**src/rtl/scanline_irq_pkg.sv**
```systemverilog
package scanline_irq_pkg;
  localparam int unsigned DATA_W   = 32;
  localparam int unsigned LINE_W   = 10;
  localparam int unsigned TGT_LSB  = 20;
  localparam int unsigned TGT_MSB  = TGT_LSB + LINE_W - 1;
  localparam int unsigned EN_BIT   = 16;
  localparam int unsigned STAT_BIT = 0;

  typedef logic [DATA_W-1:0] word_t;
  typedef logic [LINE_W-1:0] line_t;

  typedef struct packed {
    line_t tgt;
    logic  en;
  } cfg_t;

  function automatic word_t pack_word(line_t tgt, logic en, logic stat);
    word_t w;
    w = '0;
    w[TGT_MSB:TGT_LSB] = tgt;
    w[EN_BIT]          = en;
    w[STAT_BIT]        = stat;
    return w;
  endfunction

  localparam word_t LIVE_MASK = pack_word('1, 1'b1, 1'b1);
endpackage

```
**src/rtl/slc_cfg_regs.sv**
```systemverilog
module slc_cfg_regs
  import scanline_irq_pkg::*;
(
  input  logic  clk_i,
  input  logic  rst_ni,
  input  logic  wr_i,
  input  word_t wdata_i,
  output cfg_t  cfg_o
);
  localparam word_t CFG_MASK = pack_word('1, 1'b1, 1'b0);

  logic unused_bits;
  assign unused_bits = ^(wdata_i & ~CFG_MASK);

  always_ff @(posedge clk_i or negedge rst_ni) begin
    if (!rst_ni) begin
      cfg_o <= '0;
    end else if (wr_i) begin
      cfg_o.tgt <= wdata_i[TGT_MSB:TGT_LSB];
      cfg_o.en  <= wdata_i[EN_BIT];
    end
  end
endmodule

```
**src/rtl/slc_line_cmp.sv**
```systemverilog
module slc_line_cmp #(
  parameter int unsigned W = 10
) (
  input  logic [W-1:0] line_num_i,
  input  logic         line_start_i,
  input  logic [W-1:0] target_i,
  output logic         hit_o
);
  assign hit_o = line_start_i && (line_num_i == target_i);
endmodule

```
**src/rtl/slc_status_flag.sv**
```systemverilog
module slc_status_flag (
  input  logic clk_i,
  input  logic rst_ni,
  input  logic set_i,
  input  logic clr_i,
  output logic stat_o
);
  // set has priority so a coincident clear cannot drop an event
  always_ff @(posedge clk_i or negedge rst_ni) begin
    if (!rst_ni)     stat_o <= 1'b0;
    else if (set_i)  stat_o <= 1'b1;
    else if (clr_i)  stat_o <= 1'b0;
  end
endmodule

```
**src/rtl/scanline_irq_ctrl.sv**
```systemverilog
module scanline_irq_ctrl
  import scanline_irq_pkg::*;
(
  input  logic              clk_i,
  input  logic              rst_ni,
  input  logic              sel_i,
  input  logic              we_i,
  input  logic [DATA_W-1:0] wdata_i,
  output logic [DATA_W-1:0] rdata_o,
  input  logic [LINE_W-1:0] line_num_i,
  input  logic              line_start_i,
  output logic              irq_o
);
  cfg_t  cfg_q;
  line_t tgt_q;
  logic  en_q;
  logic  stat_q;
  logic  wr;
  logic  clr;
  logic  hit;

  assign wr  = sel_i && we_i;
  assign clr = wr && !wdata_i[STAT_BIT];

  slc_cfg_regs u_cfg (
    .clk_i  (clk_i),
    .rst_ni (rst_ni),
    .wr_i   (wr),
    .wdata_i(wdata_i),
    .cfg_o  (cfg_q)
  );

  assign tgt_q = cfg_q.tgt;
  assign en_q  = cfg_q.en;

  slc_line_cmp #(.W(LINE_W)) u_cmp (
    .line_num_i  (line_num_i),
    .line_start_i(line_start_i),
    .target_i    (tgt_q),
    .hit_o       (hit)
  );

  slc_status_flag u_flag (
    .clk_i (clk_i),
    .rst_ni(rst_ni),
    .set_i (hit),
    .clr_i (clr),
    .stat_o(stat_q)
  );

  assign rdata_o = sel_i ? pack_word(tgt_q, en_q, stat_q) : '0;
  assign irq_o   = en_q && stat_q;
endmodule

```
**config.mk**
```make
export PLATFORM = sky130hd
export DESIGN_NAME = scanline_irq_ctrl
export DESIGN_NICKNAME = d
export VERILOG_FILES = /design/src/rtl/scanline_irq_pkg.sv /design/src/rtl/slc_cfg_regs.sv /design/src/rtl/slc_line_cmp.sv /design/src/rtl/slc_status_flag.sv /design/src/rtl/scanline_irq_ctrl.sv
export SDC_FILE = /design/constraint.sdc
export NUM_CORES = 1
export LEC_CHECK = 0
export BUFFER_PORTS_ARGS = -buffer_cell sky130_fd_sc_hd__buf_2
export CAP_MARGIN = 20
export CORE_AREA = 2 2 52 54
export CTS_CLUSTER_SIZE = 40
export DETAILED_ROUTE_END_ITERATION = 12
export DIE_AREA = 0 0 54 56
export PLACE_DENSITY = 0.76
export RECOVER_POWER = 100
export SYNTH_ARGS = -nofsm -noshare
export SYNTH_HDL_FRONTEND = slang
export SYNTH_SLANG_ARGS = --single-unit
```
**constraint.sdc**
```tcl
create_clock -name clk_i -period 1.1 [get_ports clk_i]
set_clock_uncertainty 0.1 [all_clocks]
set_input_delay 0.22 -clock clk_i [delete_from_list [all_inputs] [get_ports clk_i]]
set_output_delay 0.22 -clock clk_i [all_outputs]
set_load 0.02 [all_outputs]
```
* Word-level counts from Yosys, hierarchy flattened
Cells that the tools add are included.
** Word-level totals
- Register bits after elaboration :: 12
- Latch bits :: 0
- RAM bits :: 0
- Memory bits (read-only) :: 0
- Bits of input ports :: 47
- Output and inout port bits :: 33
- Word-level logic and storage cells :: 13
- Memories :: 0
** Cells by class
- Add/subtract/negate cells :: 0
- Multiply operators :: 0
- Div/mod/pow operators :: 0
- Magnitude comparators :: 0
- Equality and inequality tests :: 1
- Shift-type cells :: 0
- Muxes and demuxes :: 3
- Bitwise gates (word level) :: 0
- Reduce and logical (&&, ||, !) cells :: 6
** Operators with widths (count)
- two-way mux 30 bit :: 1
- == test 10 bit :: 1
- logical AND 1 bit :: 4
- two-way mux 1 bit :: 2
- nonzero test 2 bit :: 1
- zero test 1 bit :: 1

* Longest topological paths before layout
Gate-level depths: netlist (run 1).
- Depth in word-level cells :: 4
- Gate-level depth with buffers :: 4
- Gate-level depth less buffers :: 3

* Hierarchy
A second synthesis (run 1) with hierarchy kept.
** Second synthesis, totals
- Cell total of the unflattened synthesis :: 77
- Area total of the unflattened synthesis :: 873.3 µm²
** By module, submodules not included
- slc_cfg_regs :: instances 1, cells each 23, area each 447.9 µm², sequential area each 275.3 µm²
- scanline_irq_ctrl :: instances 1, cells each 37, area each 274.0 µm², sequential area each 0.0 µm²
- slc_line_cmp :: instances 1, cells each 14, area each 115.1 µm², sequential area each 0.0 µm²
- slc_status_flag :: instances 1, cells each 3, area each 36.3 µm², sequential area each 25.0 µm²

* Least setup slack after synthesis (run 1)
No wires, ideal clock.
- Path kind :: register -> register
- Start point :: register u_cfg.cfg_o[4] (netlist name)
- End point :: register u_flag.stat_o
- Setup time :: 0.095 ns
- Arrival time :: 0.824 ns
- Required time :: 0.905 ns
- Setup slack :: 0.080 ns
- Cell stages (with the launch flop) :: 4
- Buffers on the path :: 0
- Period minus slack after synthesis :: 1.020 ns
- Cells stage by stage :: dfrtp_1 -> xnor2_1 -> nand4_1 -> o31ai_1
** Between the ends
- Cells in the longest elaborated chain, start to end :: 3
- Elaborated cells on any way between the ends :: 4
- Classes of those cells :: 1 x eq/ne; 1 x mux; 2 x reduce/logical
** Ends and longest elaborated chain
- from (decl) :: line slc_cfg_regs.sv:8 : output cfg_t cfg_o
- == test 10 bit (*) :: line slc_line_cmp.sv:9 : assign hit_o = line_start_i && (line_num_i == target_i);
- logical AND 1 bit (*) :: line slc_line_cmp.sv:9
- two-way mux 1 bit or nonzero test 2 bit (tied branches)
- to (signal assigned) :: line slc_status_flag.sv:10 : if (!rst_ni) stat_o <= 1'b0;
- to (signal assigned) :: line slc_status_flag.sv:11 : else if (set_i) stat_o <= 1'b1;
- to (signal assigned) :: line slc_status_flag.sv:12 : else if (clr_i) stat_o <= 1'b0;
- to (decl) :: line slc_status_flag.sv:6 : output logic stat_o
Mark *: on every way between the ends. The rest lies on a longest branch, timed or not.
A chain may end at the register's enable or synchronous reset.

* Final worst setup path (run 1)
- Start point :: register u_flag.stat_o
- End point :: output irq_o
** Between the ends
- Cells in the longest elaborated chain, start to end :: 1
** Ends and longest elaborated chain
- logical AND 1 bit :: line scanline_irq_ctrl.sv:52 : assign irq_o = en_q && stat_q;
- to (decl) :: line scanline_irq_ctrl.sv:12 : output logic irq_o
Every way passes these cells.

==> results of run 1 <==
layout make-up:
type	instances	area [um^2]	area share [%]
multi-input cells	60	498	40.2
well taps	30	37.5	3.03
repair buffers	54	365	29.5
flip-flops and latches	12	300	24.3
clock buffers	4	36.3	2.93
state kept, by name, indices dropped and copies added (netlist names):
name           cells
u_cfg.cfg_o       11
u_flag.stat_o      1
repair_timing:
action                                 in CTS  in global routing
pin swaps                                   8                  5
hold buffers                                1                  0
gates resized for setup                    42                  0
setup buffers                              10                  1
setup endpoints to repair                  14                 14
endpoints found under the hold margin      12                  0
kinds of logic after synthesis:
logic type / share of synthesized area [%]
AO/OA/AOI/OAI: 1.50
multiplexers: 18.9
flip-flops: 36.0
XOR/XNOR: 10.5
other: 0.449
AND/OR/NAND/NOR: 12.9
buffers and inverters: 19.8
metal layers:
layer	part of all wire, %	GRT usage (%)
met4	0	3.93
met5	0	0
met2	54	22.3
met3	8.1	2.42
met1	38	14.8
report_power, final:
part	internal, uW	total [uW]	switching, uW	leakage [uW]
combinational	355	638	283	0.000488
sequential	501	533	32.0	0.000143
clock	201	347	147	0.0000210
synth_stat cells (2+ instances only):
cell type / n / share of area [%]
and2_2: 2 / 1.8
mux2_4: 9 / 16
xnor2_1: 10 / 10
buf_4: 20 / 18
mux2_2: 2 / 2.7
and2_1: 11 / 8.2
nand4_1: 2 / 1.5
dfrtp_1: 12 / 36
final timing paths:
kind	endpoint	from	slack, ns	cells after the start
hold reg to reg	u_flag.stat_o	u_flag.stat_o	0.46	2
hold / removal	u_cfg.cfg_o[7]	wdata_i[26]	0.08	2
setup reg to reg	u_flag.stat_o	u_cfg.cfg_o[1]	-0.12	4
max in group asynchronous	u_cfg.cfg_o[9]	rst_ni	0.38	2
setup / recovery	irq_o	u_flag.stat_o	-0.15	2
min in group asynchronous	u_flag.stat_o	rst_ni	0.28	2
stage by stage:
step	area (um^2)	setup WS (ns)	util [%]	hold WS, ns
global route	1240	-0.200	50.9	0.0725
global placement	996	-0.0369	40.9	0.0154
CTS	1260	-0.164	51.6	0.0750
detailed placement	996	-0.0378	40.9	0.0165
finish	1240	-0.154	50.9	0.0826
floorplan	906	0.0804	-	-0.176
==> out/metrics.cfg, run 1 <==
[floorplan]
die_area_mm2 = 0.00302
die_h_um = 56
initial_utilization_pct = 34.3
die_w_um = 54
coreArea_mm2 = 0.00243
pin_count = 80
core.rowCount = 18

[clock_network]
clk_latency_ns = 0.26
cts_made_buffers = 3
cts_tree = built
htree_levels = 1
clk_pin_slew_worst_paths_ns = 0.08
cts_root_buf = clkbuf_4
clockBufferDepth = 2
cts_sinks = 12

[yosys]
ys_seq_area_share_pct = 36.0
ys_types = 15
ys_ff_latch = 12
syn_inst = 75
syn_area_um2 = 835
synth.avg_cell_area_um2 = 11.1
yosys_warnings = 0
synth_flop_cell = dfrtp_1
synth_edf_count = 0
synthArstFlopShare_pct = 100

[worst_setup_path]
slowest_stage = dfrtp_1
cp-start-kind = flop
arrival_ns = 0.93
path_class = reg2out
required_ns = 0.78
slowest_delay_ns = 0.39
end_kind = output pin
path_cells = and2_4, buf_6
cp_max_fo = 3
path_buf_inv = 1
crit_family = flip-flops

[timing]
fmax_ghz = 0.797
period_share_pct = 114
finalSetupTns_ns = -1.94
setup_viol = 14
hold_viol = 0
finalCriticalPeriod_ns = 1.25
slew_violations = 0
rsz0062_at_grt = true
setup_slack_ns = -0.154

[layout]
area_delta_synth_final_pct = 48.3
num_antenna_cells = 0
nFillCells = 238
layout_common_cells = buf_2 (25), conb_1 (20), buf_6 (13)
fin_cells = 160
layout_commonest_cell = buf_2
drive_gt1_share_pct = 60.0
nets = 178

[drt]
wl_per_cell_um = 11.0
dr.first_iter.drc_count = 0
firstDrtPassIters = 1
drc = 0
ant_nets = 0
vias = 653
routed_wl_um = 1750
via_per_inst = 4.08

[global_route]
antenna_found_initial = 0
grt_pass1_wl_um = 2820
grt_max_degree = 13
gr-total-overflow = 0
grt_pass1_vias = 657
grtUsageTotal_pct = 12.6

[place]
dp_hpwl_um = 1280
gp_congestion = 0.689
dp_cells = 144
port_buffers = 39

[status]
violations = setup timing
status = finished with violations

[run]
drv_cap = 0

[worst_hold_path]
hold_class = in2reg

[power]
vdd_drop_max_v = 0.000655
pwr_density_cell_mw_per_mm2 = 1230
p_total_uw = 1520
power.leakage_uw = 0.000652

No activity file was read; power rests on OpenSTA's default activity.
==> run 2, diff against run 1 <==
--- a/config.mk
+++ b/config.mk
@@ -12,7 +12,6 @@
 export DETAILED_ROUTE_END_ITERATION = 12
 export DIE_AREA = 0 0 54 56
 export PLACE_DENSITY = 0.76
-export RECOVER_POWER = 100
 export SYNTH_ARGS = -nofsm -noshare
 export SYNTH_HDL_FRONTEND = slang
 export SYNTH_SLANG_ARGS = --single-unit
==> out/metrics.cfg, run 2 (same netlist as run 1, synthesis figures left out) <==
[status]
violations = setup timing
status = finished with violations

[power]
seqPwrFrac_pct = 34.4
p_int_uw = 1090
power_frac_comb_pct = 43.1
power.leakage_uw = 0.000678
pwr-share-clk_pct = 22.4
switching_share_pct = 29.9
vdd_drop_max_v = 0.000657
power_switching_uw = 464
pwr_density_cell_mw_per_mm2 = 1230

[layout]
largestRegisters = u_cfg.cfg_o: 11 flops, u_flag.stat_o: 1 flops
drive_gt1_share_pct = 65.4
nets = 178
layout_common_cells = buf_2 (26), conb_1 (20), buf_4 (14)
area_delta_synth_final_pct = 51.4
layout_commonest_cell = buf_2
num_antenna_cells = 0
largest_register_ffs = 11
final_area_mm2 = 0.00126
regMostFlops = u_cfg.cfg_o

[place]
port_buffers = 39
place_ws_ns = -0.0378
dp_hpwl_um = 1280
postPlaceCellArea_um2 = 996
gp_congestion = 0.689

[global_route]
gr-total-overflow = 0
grt_pass1_vias = 657
grt_max_degree = 13
grtUsageTotal_pct = 12.6
grt_pass1_wl_um = 2820
antenna_found_initial = 0

[drt]
routed_wl_um = 1760
vias = 657
ant_nets = 0
dr.first_iter.drc_count = 0
via_per_inst = 4.11
drc = 0
wl_per_cell_um = 11.0
firstDrtPassIters = 1

[worst_setup_path]
slowest_delay_ns = 0.39
path_cells = and2_4, buf_6
cp_max_fo = 3
slowest_stage = dfrtp_1
required_ns = 0.78
end_kind = output pin
cp-start-kind = flop
path_class = reg2out
arrival_ns = 0.94

[clock_network]
cts_root_buf = clkbuf_4
cts_tree = built
htree_levels = 1
cts_made_buffers = 3
clk_latency_ns = 0.26
cts_sinks = 12
clockBufferDepth = 2
clk_pin_slew_worst_paths_ns = 0.08

[timing]
slew_violations = 0
fmax_ghz = 0.797
finalCriticalPeriod_ns = 1.26
rsz0062_at_grt = true
hold_viol = 0
setup_slack_ns = -0.155
setup_viol = 14
period_share_pct = 114

[floorplan]
die_area_mm2 = 0.00302
die_h_um = 56
core.rowCount = 18
pin_count = 80
initial_utilization_pct = 34.3
coreArea_mm2 = 0.00243
die_w_um = 54

[run]
drv_cap = 0

[worst_hold_path]
hold_class = in2reg

-- run 2: cell count changes in the layout (fill, tap and decap cells not counted), sizes merged --
cell	delta
clkbuf	-9
buf	+9
-- run 2: per-layer routing --
metal / routed length, um / GRT usage, % / vias to the layer above
met2: 948 / 22.3 / 39
met5: 0 / 0 / -
li1: - / - / 314
met4: 0 / 3.93 / 0
met3: 142 / 2.42 / 0
met1: 670 / 14.8 / 304
-- run 2: per-stage QoR --
step	hold slack [ns]	total power [uW]	std cells	setup TNS, ns	utilization (%)
2_1_floorplan	-0.176	920	94	0	-
3_5_place_dp	0.0165	1000	144	-0.333	40.9
3_3_place_gp	0.0154	989	144	-0.187	40.9
6_report	0.0827	1550	160	-1.96	52.0
4_1_cts	0.0750	1560	159	-2.06	51.6
5_1_grt	0.0725	1650	160	-2.59	52.0
-- run 2: critical path, delay by kind of cell (launching register included) --
family / cells / cell delay, ns
flip-flops: 1 / 0.39
AND/OR/NAND/NOR: 1 / 0.16
buffers and inverters: 1 / 0.12
-- run 2: power by group through the flow --
stage / logic (uW) / clock network (uW) / registers, uW
after CTS: 665 / 362 / 533
after detailed placement: 436 / 0 / 565
after floorplan: 370 / 0 / 550
after global routing: 722 / 388 / 543
final: 669 / 348 / 534
after global placement: 429 / 0 / 560
-- run 2: final timing paths --
kind                                start              to  slack (ns)  depth (start not counted)
hold reg to reg             u_flag.stat_o   u_flag.stat_o        0.46                          2
max in group asynchronous          rst_ni  u_cfg.cfg_o[9]        0.41                          2
setup reg to reg           u_cfg.cfg_o[4]   u_flag.stat_o       -0.13                          4
min in group asynchronous          rst_ni   u_flag.stat_o        0.27                          2
hold / removal                wdata_i[26]  u_cfg.cfg_o[7]        0.08                          2
setup / recovery            u_flag.stat_o           irq_o       -0.16                          2
-- run 2: cell type report --
cell class / count / area [um^2]
clock buffer: 4 / 36.3
sequential: 12 / 300
timing repair buffer: 54 / 392
multi-input combinational: 60 / 498
tap: 30 / 37.5
fill: 235 / 1170
-- run 2: what timing repair did --
| item | CTS | global route |
|---|---|---|
| pin swaps | 8 | 5 |
| endpoints found under the setup margin | 14 | 14 |
| resized for setup | 42 | 0 |
| hold endpoints to repair | 12 | 0 |
| gates cloned | 0 | 0 |
| hold buffers | 1 | 0 |
| setup buffers | 10 | 1 |
